<file path="config.mk">
export PLATFORM = sky130hd
export DESIGN_NAME = pte_stage
export DESIGN_NICKNAME = d
export VERILOG_FILES = /design/src/rtl/pte_stage_pkg.sv /design/src/rtl/pte_stage_access.sv /design/src/rtl/pte_stage_hold.sv /design/src/rtl/pte_stage_resp.sv /design/src/rtl/pte_stage.sv
export SDC_FILE = /design/constraint.sdc
export NUM_CORES = 1
export LEC_CHECK = 0
export BUFFER_PORTS_ARGS = -buffer_cell sky130_fd_sc_hd__buf_2
export CORE_ASPECT_RATIO = 0.75
export CORE_MARGIN = 4
export CORE_UTILIZATION = 45
export CTS_CLUSTER_DIAMETER = 150
export DETAILED_ROUTE_END_ITERATION = 7
export PLACE_DENSITY = 0.82
export REMOVE_ABC_BUFFERS = 1
export SLEW_MARGIN = 40
export SYNTH_ARGS = -nofsm -noshare
export SYNTH_HDL_FRONTEND = slang
export SYNTH_SLANG_ARGS = --single-unit
</file>
<file path="constraint.sdc">
create_clock -name clk -period 2.5 [get_ports clk]
set_input_delay 0.5 -clock clk [delete_from_list [all_inputs] [get_ports clk]]
set_output_delay 0.5 -clock clk [all_outputs]
set_load 0.05 [all_outputs]
</file>
<file path="src/rtl/pte_stage_pkg.sv">
package pte_stage_pkg;
  parameter int PFN_W   = 21;
  parameter int PFN_LSB = 13;
  parameter int WORD_W  = 64;
  parameter int NRE     = 4;

  localparam int CPTE_W  = 1 + PFN_W + NRE;
  localparam int ASM_POS = PFN_LSB + PFN_W;
  localparam int RE_LSB  = PFN_LSB - NRE;

  typedef logic [CPTE_W-1:0] cpte_t;
  typedef logic [WORD_W-1:0] word_t;

  // Spread the compact entry over the architectural word; unused bits stay zero.
  function automatic word_t pack_word(cpte_t c);
    word_t w;
    w = '0;
    w[ASM_POS]              = c[CPTE_W-1];
    w[PFN_LSB +: PFN_W]     = c[NRE +: PFN_W];
    w[RE_LSB +: NRE]        = c[NRE-1:0];
    return w;
  endfunction
endpackage

</file>
<file path="src/rtl/pte_stage_access.sv">
module pte_stage_access
  import pte_stage_pkg::*;
#(
  parameter int IDX_W = 6
) (
  input  logic             clk,
  input  logic             rst_n,
  input  logic             acc_valid,
  output logic             acc_ready,
  input  logic             acc_write,
  input  logic [IDX_W-1:0] acc_index,
  input  cpte_t            acc_wpte,
  output logic             arr_rd_en,
  output logic [IDX_W-1:0] arr_rd_idx,
  input  cpte_t            arr_rdata,
  output logic             load_en,
  output cpte_t            load_val
);
  logic acc_fire;
  logic rd_pend_q;

  assign acc_ready  = !rd_pend_q;
  assign acc_fire   = acc_valid && acc_ready;
  assign arr_rd_en  = acc_fire && !acc_write;
  assign arr_rd_idx = acc_index;

  // One cycle of array latency: the returned entry is taken while pending.
  always_ff @(posedge clk or negedge rst_n) begin
    if (!rst_n) rd_pend_q <= 1'b0;
    else        rd_pend_q <= arr_rd_en;
  end

  always_comb begin
    load_en  = 1'b0;
    load_val = acc_wpte;
    if (rd_pend_q) begin
      load_en  = 1'b1;
      load_val = arr_rdata;
    end else if (acc_fire && acc_write) begin
      load_en  = 1'b1;
    end
  end
endmodule

</file>
<file path="src/rtl/pte_stage_hold.sv">
module pte_stage_hold
  import pte_stage_pkg::*;
(
  input  logic  clk,
  input  logic  rst_n,
  input  logic  load_en,
  input  cpte_t load_val,
  output cpte_t stage_q
);
  always_ff @(posedge clk or negedge rst_n) begin
    if (!rst_n)       stage_q <= '0;
    else if (load_en) stage_q <= load_val;
  end
endmodule

</file>
<file path="src/rtl/pte_stage_resp.sv">
module pte_stage_resp
  import pte_stage_pkg::*;
(
  input  logic  clk,
  input  logic  rst_n,
  input  logic  priv,
  input  cpte_t stage_q,
  input  logic  rq_valid,
  output logic  rq_ready,
  output logic  rsp_valid,
  input  logic  rsp_ready,
  output word_t rsp_data,
  output logic  rsp_illegal
);
  logic  rq_fire;
  word_t packed_w;

  assign rq_ready = !rsp_valid || rsp_ready;
  assign rq_fire  = rq_valid && rq_ready;
  assign packed_w = pack_word(stage_q);

  always_ff @(posedge clk or negedge rst_n) begin
    if (!rst_n) begin
      rsp_valid   <= 1'b0;
      rsp_data    <= '0;
      rsp_illegal <= 1'b0;
    end else if (rq_fire) begin
      rsp_valid   <= 1'b1;
      rsp_data    <= priv ? packed_w : '0;
      rsp_illegal <= !priv;
    end else if (rsp_ready) begin
      rsp_valid   <= 1'b0;
    end
  end
endmodule

</file>
<file path="src/rtl/pte_stage.sv">
module pte_stage
  import pte_stage_pkg::*;
#(
  parameter int IDX_W = 6
) (
  input  logic               clk,
  input  logic               rst_n,
  input  logic               acc_valid,
  output logic               acc_ready,
  input  logic               acc_write,
  input  logic [IDX_W-1:0]   acc_index,
  input  logic [CPTE_W-1:0]  acc_wpte,
  output logic               arr_rd_en,
  output logic [IDX_W-1:0]   arr_rd_idx,
  input  logic [CPTE_W-1:0]  arr_rdata,
  input  logic               priv,
  input  logic               rq_valid,
  output logic               rq_ready,
  output logic               rsp_valid,
  input  logic               rsp_ready,
  output logic [WORD_W-1:0]  rsp_data,
  output logic               rsp_illegal
);
  logic  load_en;
  cpte_t load_val;
  cpte_t stage_q;

  pte_stage_access #(.IDX_W(IDX_W)) u_access (
    .clk        (clk),
    .rst_n      (rst_n),
    .acc_valid  (acc_valid),
    .acc_ready  (acc_ready),
    .acc_write  (acc_write),
    .acc_index  (acc_index),
    .acc_wpte   (acc_wpte),
    .arr_rd_en  (arr_rd_en),
    .arr_rd_idx (arr_rd_idx),
    .arr_rdata  (arr_rdata),
    .load_en    (load_en),
    .load_val   (load_val)
  );

  pte_stage_hold u_hold (
    .clk      (clk),
    .rst_n    (rst_n),
    .load_en  (load_en),
    .load_val (load_val),
    .stage_q  (stage_q)
  );

  pte_stage_resp u_resp (
    .clk         (clk),
    .rst_n       (rst_n),
    .priv        (priv),
    .stage_q     (stage_q),
    .rq_valid    (rq_valid),
    .rq_ready    (rq_ready),
    .rsp_valid   (rsp_valid),
    .rsp_ready   (rsp_ready),
    .rsp_data    (rsp_data),
    .rsp_illegal (rsp_illegal)
  );
endmodule

</file>
## Word-level counts from Yosys, hierarchy flattened

Index checks and enable logic that the tools add are counted.

- Register bits after elaboration: 93
- Latch bits: 0
- Memory bits (writable): 0
- Bits in read-only memories: 0
- Input bits: 65
- Output and inout bits: 75
- Logic and storage cells: 21
- Memories kept: 0

- $add $sub $neg: 0
- $mul: 0
- Divide/modulo/power cells: 0
- Magnitude comparators: 0
- Equal/unequal tests: 0
- Shift operators: 0
- Multiplexer cells: 6
- Bitwise gates (word level): 0
- Reductions and logical operators: 10

Operator list:

| cell | count |
|---|---|
| $mux W35 | 1 |
| $mux W26 | 1 |
| $logic_and A1 B1 Y1 | 4 |
| $logic_not A1 Y1 | 4 |
| $mux W1 | 4 |
| $reduce_bool A2 Y1 | 1 |
| $logic_or A1 B1 Y1 | 1 |

## Logic depth before layout (Yosys ltp)

Gate-level depths: netlist (run 1).

- Depth in word-level cells: 5
- Gate-level depth with buffers: 5
- Gate-level depth less buffers: 3

## Cells and area by module

A second synthesis (run 1) with hierarchy kept.

- Cells, all modules: 229
- Area, all modules: 3036.7 µm²

By module, submodules not included:

| module | times used | cells each | area each (µm²) | seq. area each (µm²) |
|---|---|---|---|---|
| pte_stage_resp | 1 | 135 | 1531.5 | 700.7 |
| pte_stage_hold | 1 | 55 | 1069.8 | 650.6 |
| pte_stage_access | 1 | 39 | 435.4 | 25.0 |

## Least setup slack after synthesis (run 1)

No wires, ideal clock.

- Kind: reg2out
- From: register u_access.rd_pend_q
- To: output arr_rd_en
- Data arrival time: 1.901 ns
- Data required time: 2.000 ns
- Path slack: 0.099 ns
- Stages on the path, launching flop included: 4
- Path buffers: 2
- Path through: dfrtp_1 -> buf_2 -> clkbuf_1 -> nor3b_1

- Cells in the longest elaborated chain, start to end: 3

RTL lines:

| element | RTL line | source |
|---|---|---|
| start, declared | pte_stage_access.sv:20 | `logic rd_pend_q;` |
| start signal, assigned | pte_stage_access.sv:30 | `else rd_pend_q <= arr_rd_en;` |
| $logic_not A1 Y1 | pte_stage_access.sv:22 | `assign acc_ready = !rd_pend_q;` |
| $logic_and A1 B1 Y1 | pte_stage_access.sv:23 | `assign acc_fire = acc_valid && acc_ready;` |
| $logic_and A1 B1 Y1 | pte_stage_access.sv:24 | `assign arr_rd_en = acc_fire && !acc_write;` |
| end, declared | pte_stage.sv:13 | `output logic arr_rd_en,` |

Every way passes these cells.

## Worst setup path in the final report (run 1)

- From: register u_resp.rsp_valid
- To: output rq_ready

- Cells in the longest elaborated chain, start to end: 2

RTL lines:

| element | RTL line | source |
|---|---|---|
| start, declared | pte_stage_resp.sv:10 | `output logic rsp_valid,` |
| start signal, assigned | pte_stage_resp.sv:24 | `rsp_valid <= 1'b0;` |
| start signal, assigned | pte_stage_resp.sv:28 | `rsp_valid <= 1'b1;` |
| start signal, assigned | pte_stage_resp.sv:32 | `rsp_valid <= 1'b0;` |
| $logic_not A1 Y1 | pte_stage_resp.sv:18 | `assign rq_ready = !rsp_valid \|\| rsp_ready;` |
| $logic_or A1 B1 Y1 | pte_stage_resp.sv:18 |  |
| end, declared | pte_stage.sv:18 | `output logic rq_ready,` |

Every way passes these cells.

==> run metrics, run 1 <==
run status=finished clean; count of state elements after synthesis=55; Max Transition Viols Final=0; DRC viols=0; Critical Path AT=1.37 ns; clock latency at the later pin of the worst-skew pair=0.31 ns; routed vias=1971; Antenna Nets Post-Route=0; Pwr Total=2.30 mW; initial antenna violation count=0; antenna diode count=0; maximum vdd ir drop=270 µV; Cell Count, Final, Fillers Out=409; per-cell routed wire length=14.4 µm; Tightest Pin Transition=0.628 ns; count of endpoints failing hold in the final timing report=0; post-synth cell types=19; final-layout setup total negative slack=0 ns; proportion of synthesized flip-flops having asynchronous set or reset=100%; fraction of post-synthesis cell area in the top cell type by area=48.9%; vertical extent of the die=76.5 µm; Worst Setup Path Type=register to primary output; period utilisation layout=74.9%; Buffers on Ports=89; CTS Sinks=55; largest area contributor in the synthesized netlist=sky130_fd_sc_hd__dfrtp_1; area grow syn2layout=12.1%; worst r2r src=u_resp.rsp_valid$_DFFE_PN0P_; Detailed Route Iter0 Violations=118; area of the mapped netlist=0.00282 mm²; required time of the worst setup path=2.00 ns; Final nets=395; Pleak=1.85 nW; dominant cells by area after synthesis=sky130_fd_sc_hd__dfrtp_1 (49%), sky130_fd_sc_hd__buf_4 (12%), sky130_fd_sc_hd__mux2i_1 (9.6%); Worst R2R End=u_resp.rsp_data[11]$_DFFE_PN0P_; routed wire length=5890 µm; Hold/Removal Path Class=input pin to asynchronous set/reset pin; number of max-cap violations=0; all-layer global routing usage=15.6%; maximum number of pins on one net before global-route repair=53; row cnt=24; post-route core utilization=53.1%; headroom to the max-slew limit=58.2%; share of the yosys chip area belonging to registers=48.9%; most frequently used flop master after synthesis=sky130_fd_sc_hd__dfrtp_1; yosys warns=0; I/O pin count=140; Setup violations, final=0; global-route wire length before repair=9570 µm; layout cells sized above 1=33.5%; global placer's final weighted congestion=0.802; number of clock buffers inserted by TritonCTS=5; Worst Setup Start Kind=register; CTS tree=built; maximum fanout count along the critical path=29; Die X-Extent=99.4 µm; register clock-pin slew on the reported worst setup and hold paths=0.10 ns; Detailed Routing Iterations Pass 1=4; DP Wirelength=4200 µm; Longest Clk Path Bufs=2; post-CTS resize count=0; number of cells on the worst reg-to-reg path=3; hold-fix buffer count after cts=0; vias in the first global route=1923; CTS root buffer=sky130_fd_sc_hd__clkbuf_8; starting utilization of the core area=47.4%; Post-Synthesis Cells=257; count of H-tree levels built during CTS=2; number of placed cells counting well taps=401; post-detailed-route via-to-cell ratio=4.82; DIE AREA=0.00760 mm²; Critical Path Sink Type=primary output; post-route clock skew=0.0150 ns; final worst path period need=1.87 ns; power per standard cell area=729 mW/mm²; Achievable Freq=534 MHz; placeable core area=0.00595 mm²; setup repair after global routing missed its margin=false; setup bufs post-CTS=0; Mean Syn Cell Area=11.0 µm²; setup slack, reg-to-reg=0.91 ns; count of flip-flops with a built-in enable after synthesis=0; remaining global-route overflow=0
worst max path at each step:
stage,start,endpoint,slack (ns)
floorplan,u_access.rd_pend_q$_DFF_PN0_,arr_rd_en,-0.09
global placement,rsp_ready,u_resp.rsp_data[13]$_DFFE_PN0P_,0.77
detailed placement,rsp_ready,u_resp.rsp_data[11]$_DFFE_PN0P_,0.73
CTS,u_resp.rsp_valid$_DFFE_PN0P_,rq_ready,0.63
global route,u_resp.rsp_valid$_DFFE_PN0P_,rq_ready,0.56
finish,u_resp.rsp_valid$_DFFE_PN0P_,rq_ready,0.63
metal layers:
metal / vias to the layer above / share of wire (%) / GRT usage (%)
met5: - / 0 / 0
met4: 0 / 0.25 / 3.27
met3: 2 / 9.7 / 4.67
met2: 102 / 45 / 24.4
met1: 915 / 45 / 21.4
li1: 952 / - / -
synthesized netlist by cell type, types with 2 or more instances:
cell                       number
sky130_fd_sc_hd__buf_6          3
sky130_fd_sc_hd__buf_8          2
sky130_fd_sc_hd__a21bo_1       18
sky130_fd_sc_hd__dfrtp_1       55
sky130_fd_sc_hd__nand4_1       26
sky130_fd_sc_hd__a21bo_2        8
sky130_fd_sc_hd__clkbuf_1       5
sky130_fd_sc_hd__mux2i_1       27
sky130_fd_sc_hd__buf_4         46
sky130_fd_sc_hd__o21ai_0       26
sky130_fd_sc_hd__buf_2          7
sky130_fd_sc_hd__nand2_1       26
sky130_fd_sc_hd__inv_1          2
report_power, final:
part	leakage [nW]	switching (mW)	internal, mW	total, mW
Combinational	1.11	0.518	0.180	0.698
Clock	0.0474	0.284	0.227	0.511
Sequential	0.694	0.0758	1.02	1.09
layout make-up:
| type | count | area, µm² |
|---|---|---|
| fillers | 557 | 2790 |
| flip-flops and latches | 55 | 1380 |
| multi-input cells | 174 | 1110 |
| repair buffers | 92 | 468 |
| well taps | 78 | 97.6 |
| clock buffers | 6 | 82.6 |
| clock inverters | 2 | 16.3 |
| inverters | 2 | 7.51 |
registers in the layout, indices dropped and copies added, names as in the netlist:
signal,cells
u_resp.rsp_data,26
u_resp.rsp_valid,1
u_hold.stage_q,26
u_resp.rsp_illegal,1
u_access.rd_pend_q,1
kinds of logic (layout without fill, tap and decap cells):
kind of cell           after synthesis  count (layout)  synth area share [%]
and+or+nand+nor                     57              57                  10.8
buffers and inverters               65             102                  16.7
other                                1              38                 0.133
AOI/OAI and AO/OA                   52              52                  13.9
muxes                               27              27                  9.60
DFF                                 55              55                  48.9
layout by cell type (no fill, tap or decap):
| master | n |
|---|---|
| sky130_fd_sc_hd__a21bo_1 | 18 |
| sky130_fd_sc_hd__a21bo_2 | 8 |
| sky130_fd_sc_hd__buf_2 | 89 |
| sky130_fd_sc_hd__nand4_1 | 26 |
| sky130_fd_sc_hd__conb_1 | 38 |
| sky130_fd_sc_hd__nand2_2 | 1 |
| sky130_fd_sc_hd__nand2_4 | 1 |
| sky130_fd_sc_hd__clkinv_4 | 1 |
| sky130_fd_sc_hd__nand2b_4 | 1 |
| sky130_fd_sc_hd__inv_1 | 2 |
| sky130_fd_sc_hd__nor3b_1 | 1 |
| sky130_fd_sc_hd__clkinvlp_4 | 1 |
| sky130_fd_sc_hd__o21ai_0 | 26 |
| sky130_fd_sc_hd__mux2i_1 | 27 |
| sky130_fd_sc_hd__nand2b_1 | 1 |
| sky130_fd_sc_hd__dfrtp_1 | 55 |
| sky130_fd_sc_hd__nand2_1 | 26 |
| sky130_fd_sc_hd__clkbuf_8 | 6 |
| sky130_fd_sc_hd__buf_4 | 3 |
through the flow:
stage,worst slack [ns],hold slack [ns],cell area (µm²)
after floorplan,-0.0887,0.204,2490
after global placement,0.769,0.457,3060
after detailed placement,0.733,0.463,3060
after CTS,0.632,0.221,3160
after global routing,0.557,0.245,3160
final,0.628,0.196,3160
critical path: stages, from the launching register on:
cell and delay, ns:
sky130_fd_sc_hd__dfrtp_1 0.43, sky130_fd_sc_hd__nand2b_4 0.29, sky130_fd_sc_hd__buf_2 0.33
No activity file was read; power rests on OpenSTA's default activity.
==> run 2: changes to the inputs <==
Settings changed: CORE_UTILIZATION 45 to 41, PLACE_DENSITY 0.82 to 0.79.
Clock period 2.5 ns to 1.7 ns, I/O delays scaled along.
==> run 2 against run 1 <==
Against the previous run: via count increased by 2.5%; final area grew 1.0%; first-iteration DRC count fell by 0.85%; global-route usage is 0.87 points lower; die area rose by 8.8%; sequential power increased by 48%; non-clock buffer count up 3.
==> run metrics, run 2 (same netlist as run 1, synthesis figures left out) <==
Detailed Route Iter0 Violations=117 (-0.85%); most common library cell in the layout ignoring fill and taps=sky130_fd_sc_hd__buf_2; antenna diode count=0 (unchanged); CTS root buffer=sky130_fd_sc_hd__clkbuf_8; maximum number of pins on one net before global-route repair=56 (+5.7%); routed wire length=6310 µm (+7.1%); Final Worst Setup Slack=0.0995 ns (-0.528 ns); global-route wire length before repair=9830 µm (+2.7%); cell area after layout=0.00319 mm² (+1.0%); clock latency at the later pin of the worst-skew pair=0.30 ns (about the same); Hold/Removal Path Class=input pin to asynchronous set/reset pin; post-route clock skew=0.00761 ns (-0.00735 ns); count of endpoints failing hold in the final timing report=0 (unchanged); global placer's final weighted congestion=0.739 (-7.9%); row cnt=25 (+4.2%); area post-placement=0.00310 mm² (+1.3%); area grow syn2layout=13.2%; I/O pin count=140 (unchanged); all-layer global routing usage=14.7% (-0.87 points); starting utilization of the core area=43.5% (-3.9 points); DIE AREA=0.00827 mm² (+8.8%); layout cells sized above 1=33.7% (+0.20 points); final worst path period need=1.60 ns; Buffers on Ports=89 (unchanged); Tightest Pin Transition=0.501 ns (-0.127 ns); per-cell routed wire length=15.2 µm (+5.3%); Max Transition Viols Final=0 (unchanged); commonest cells after routing, fill and taps aside=sky130_fd_sc_hd__buf_2 (88), sky130_fd_sc_hd__dfrtp_1 (55), sky130_fd_sc_hd__conb_1 (38); Achievable Freq=625 MHz; remaining global-route overflow=0 (unchanged); run status=finished clean; register clock-pin slew on the reported worst setup and hold paths=0.10 ns (about the same); setup bufs post-CTS=0 (unchanged); Detailed Routing Iterations Pass 1=4 (unchanged); vias in the first global route=2042 (+6.2%); number of clock buffers inserted by TritonCTS=5 (unchanged); Worst R2R End=u_resp.rsp_data[13]$_DFFE_PN0P_; hold-fix buffer count after cts=0 (unchanged); Antenna Nets Post-Route=0 (unchanged); Critical Path AT=1.26 ns (-0.11 ns); Worst Setup Start Kind=register; count of H-tree levels built during CTS=2 (unchanged); Critical Path Sink Type=primary output; period utilisation layout=94.1%; Pleak=1.86 nW (+0.96%); vertical extent of the die=79.8 µm (+4.3%); Setup violations, final=0 (unchanged); Worst Setup Path Type=register to primary output; post-detailed-route via-to-cell ratio=4.86 (+0.76%); worst-case setup slack after placement=0.296 ns (-0.437 ns); headroom to the max-slew limit=66.6% (+8.5 points); CTS tree=built; setup slack, reg-to-reg=0.40 ns (-0.51 ns); Die X-Extent=104 µm (+4.4%); number of cells on the worst reg-to-reg path=4 (+1); maximum fanout count along the critical path=15 (-48%); number of max-cap violations=0 (unchanged); Longest Clk Path Bufs=2 (unchanged); worst r2r src=u_resp.rsp_valid$_DFFE_PN0P_; required time of the worst setup path=1.36 ns (-0.64 ns); routed vias=2020 (+2.5%); DP Wirelength=4450 µm (+6.0%); Final nets=399 (+1.0%); post-CTS resize count=0 (unchanged); DRC viols=0 (unchanged); power per standard cell area=1050 mW/mm² (+44%); maximum vdd ir drop=489 µV (+81%); Largest regs=u_hold.stage_q: 26 flops, u_resp.rsp_data: 26 flops; initial antenna violation count=0 (unchanged); placeable core area=0.00647 mm² (+8.9%); setup repair after global routing missed its margin=false; CTS Sinks=55 (unchanged)
==> run 2: report_power, final <==
group / internal [mW] / total, mW / switching, mW
logic: 0.276 / 1.04 / 0.768
clock network: 0.291 / 0.692 / 0.401
registers: 1.49 / 1.61 / 0.114
==> run 2: worst max-delay path, cell delays in order, from the launching register on <==
cell and delay [ns]:
sky130_fd_sc_hd__dfrtp_1 0.46, sky130_fd_sc_hd__nand2b_4 0.23, sky130_fd_sc_hd__clkbuf_4 0.28
==> run 2: layer usage <==
metal	track usage, %	vias up	part of all wire, %
li1	-	959	-
met1	18.3	971	44
met2	25.3	88	48
met3	5.01	2	8.1
met4	2.92	0	0.22
met5	0	-	0
==> run 2: worst max path at each step <==
stage                                 startpoint         to  slack [ns]  cells after the start
finish              u_resp.rsp_valid$_DFFE_PN0P_   rq_ready         0.1                      2
global route        u_resp.rsp_valid$_DFFE_PN0P_   rq_ready        0.02                      2
CTS                 u_resp.rsp_valid$_DFFE_PN0P_   rq_ready        0.03                      2
detailed placement                     rsp_ready   rq_ready        0.30                      3
global placement                       rsp_ready   rq_ready        0.29                      3
floorplan           u_access.rd_pend_q$_DFF_PN0_  arr_rd_en       -0.73                      1
==> run 2: per-stage QoR <==
step           total power, mW  hold WS (ns)  utilization (%)  setup TNS, ns  cells
5_1_grt                   3.50        0.0483             49.3              0    416
2_1_floorplan             2.36        0.0444                -          -1.45    231
3_3_place_gp              2.65         0.355             47.8              0    407
3_5_place_dp              2.68         0.360             47.8              0    407
6_report                  3.34        0.0235             49.3              0    416
4_1_cts                   3.37        0.0376             49.1              0    415
==> run 2: layout make-up <==
| cell class | count | area [µm²] |
|---|---|---|
| clock buffers | 7 | 76.3 |
| clock inverters | 1 | 5.00 |
| fillers | 596 | 3290 |
| inverters | 2 | 7.51 |
| multi-input cells | 175 | 1120 |
| flip-flops and latches | 55 | 1380 |
| well taps | 81 | 101 |
| repair buffers | 95 | 505 |
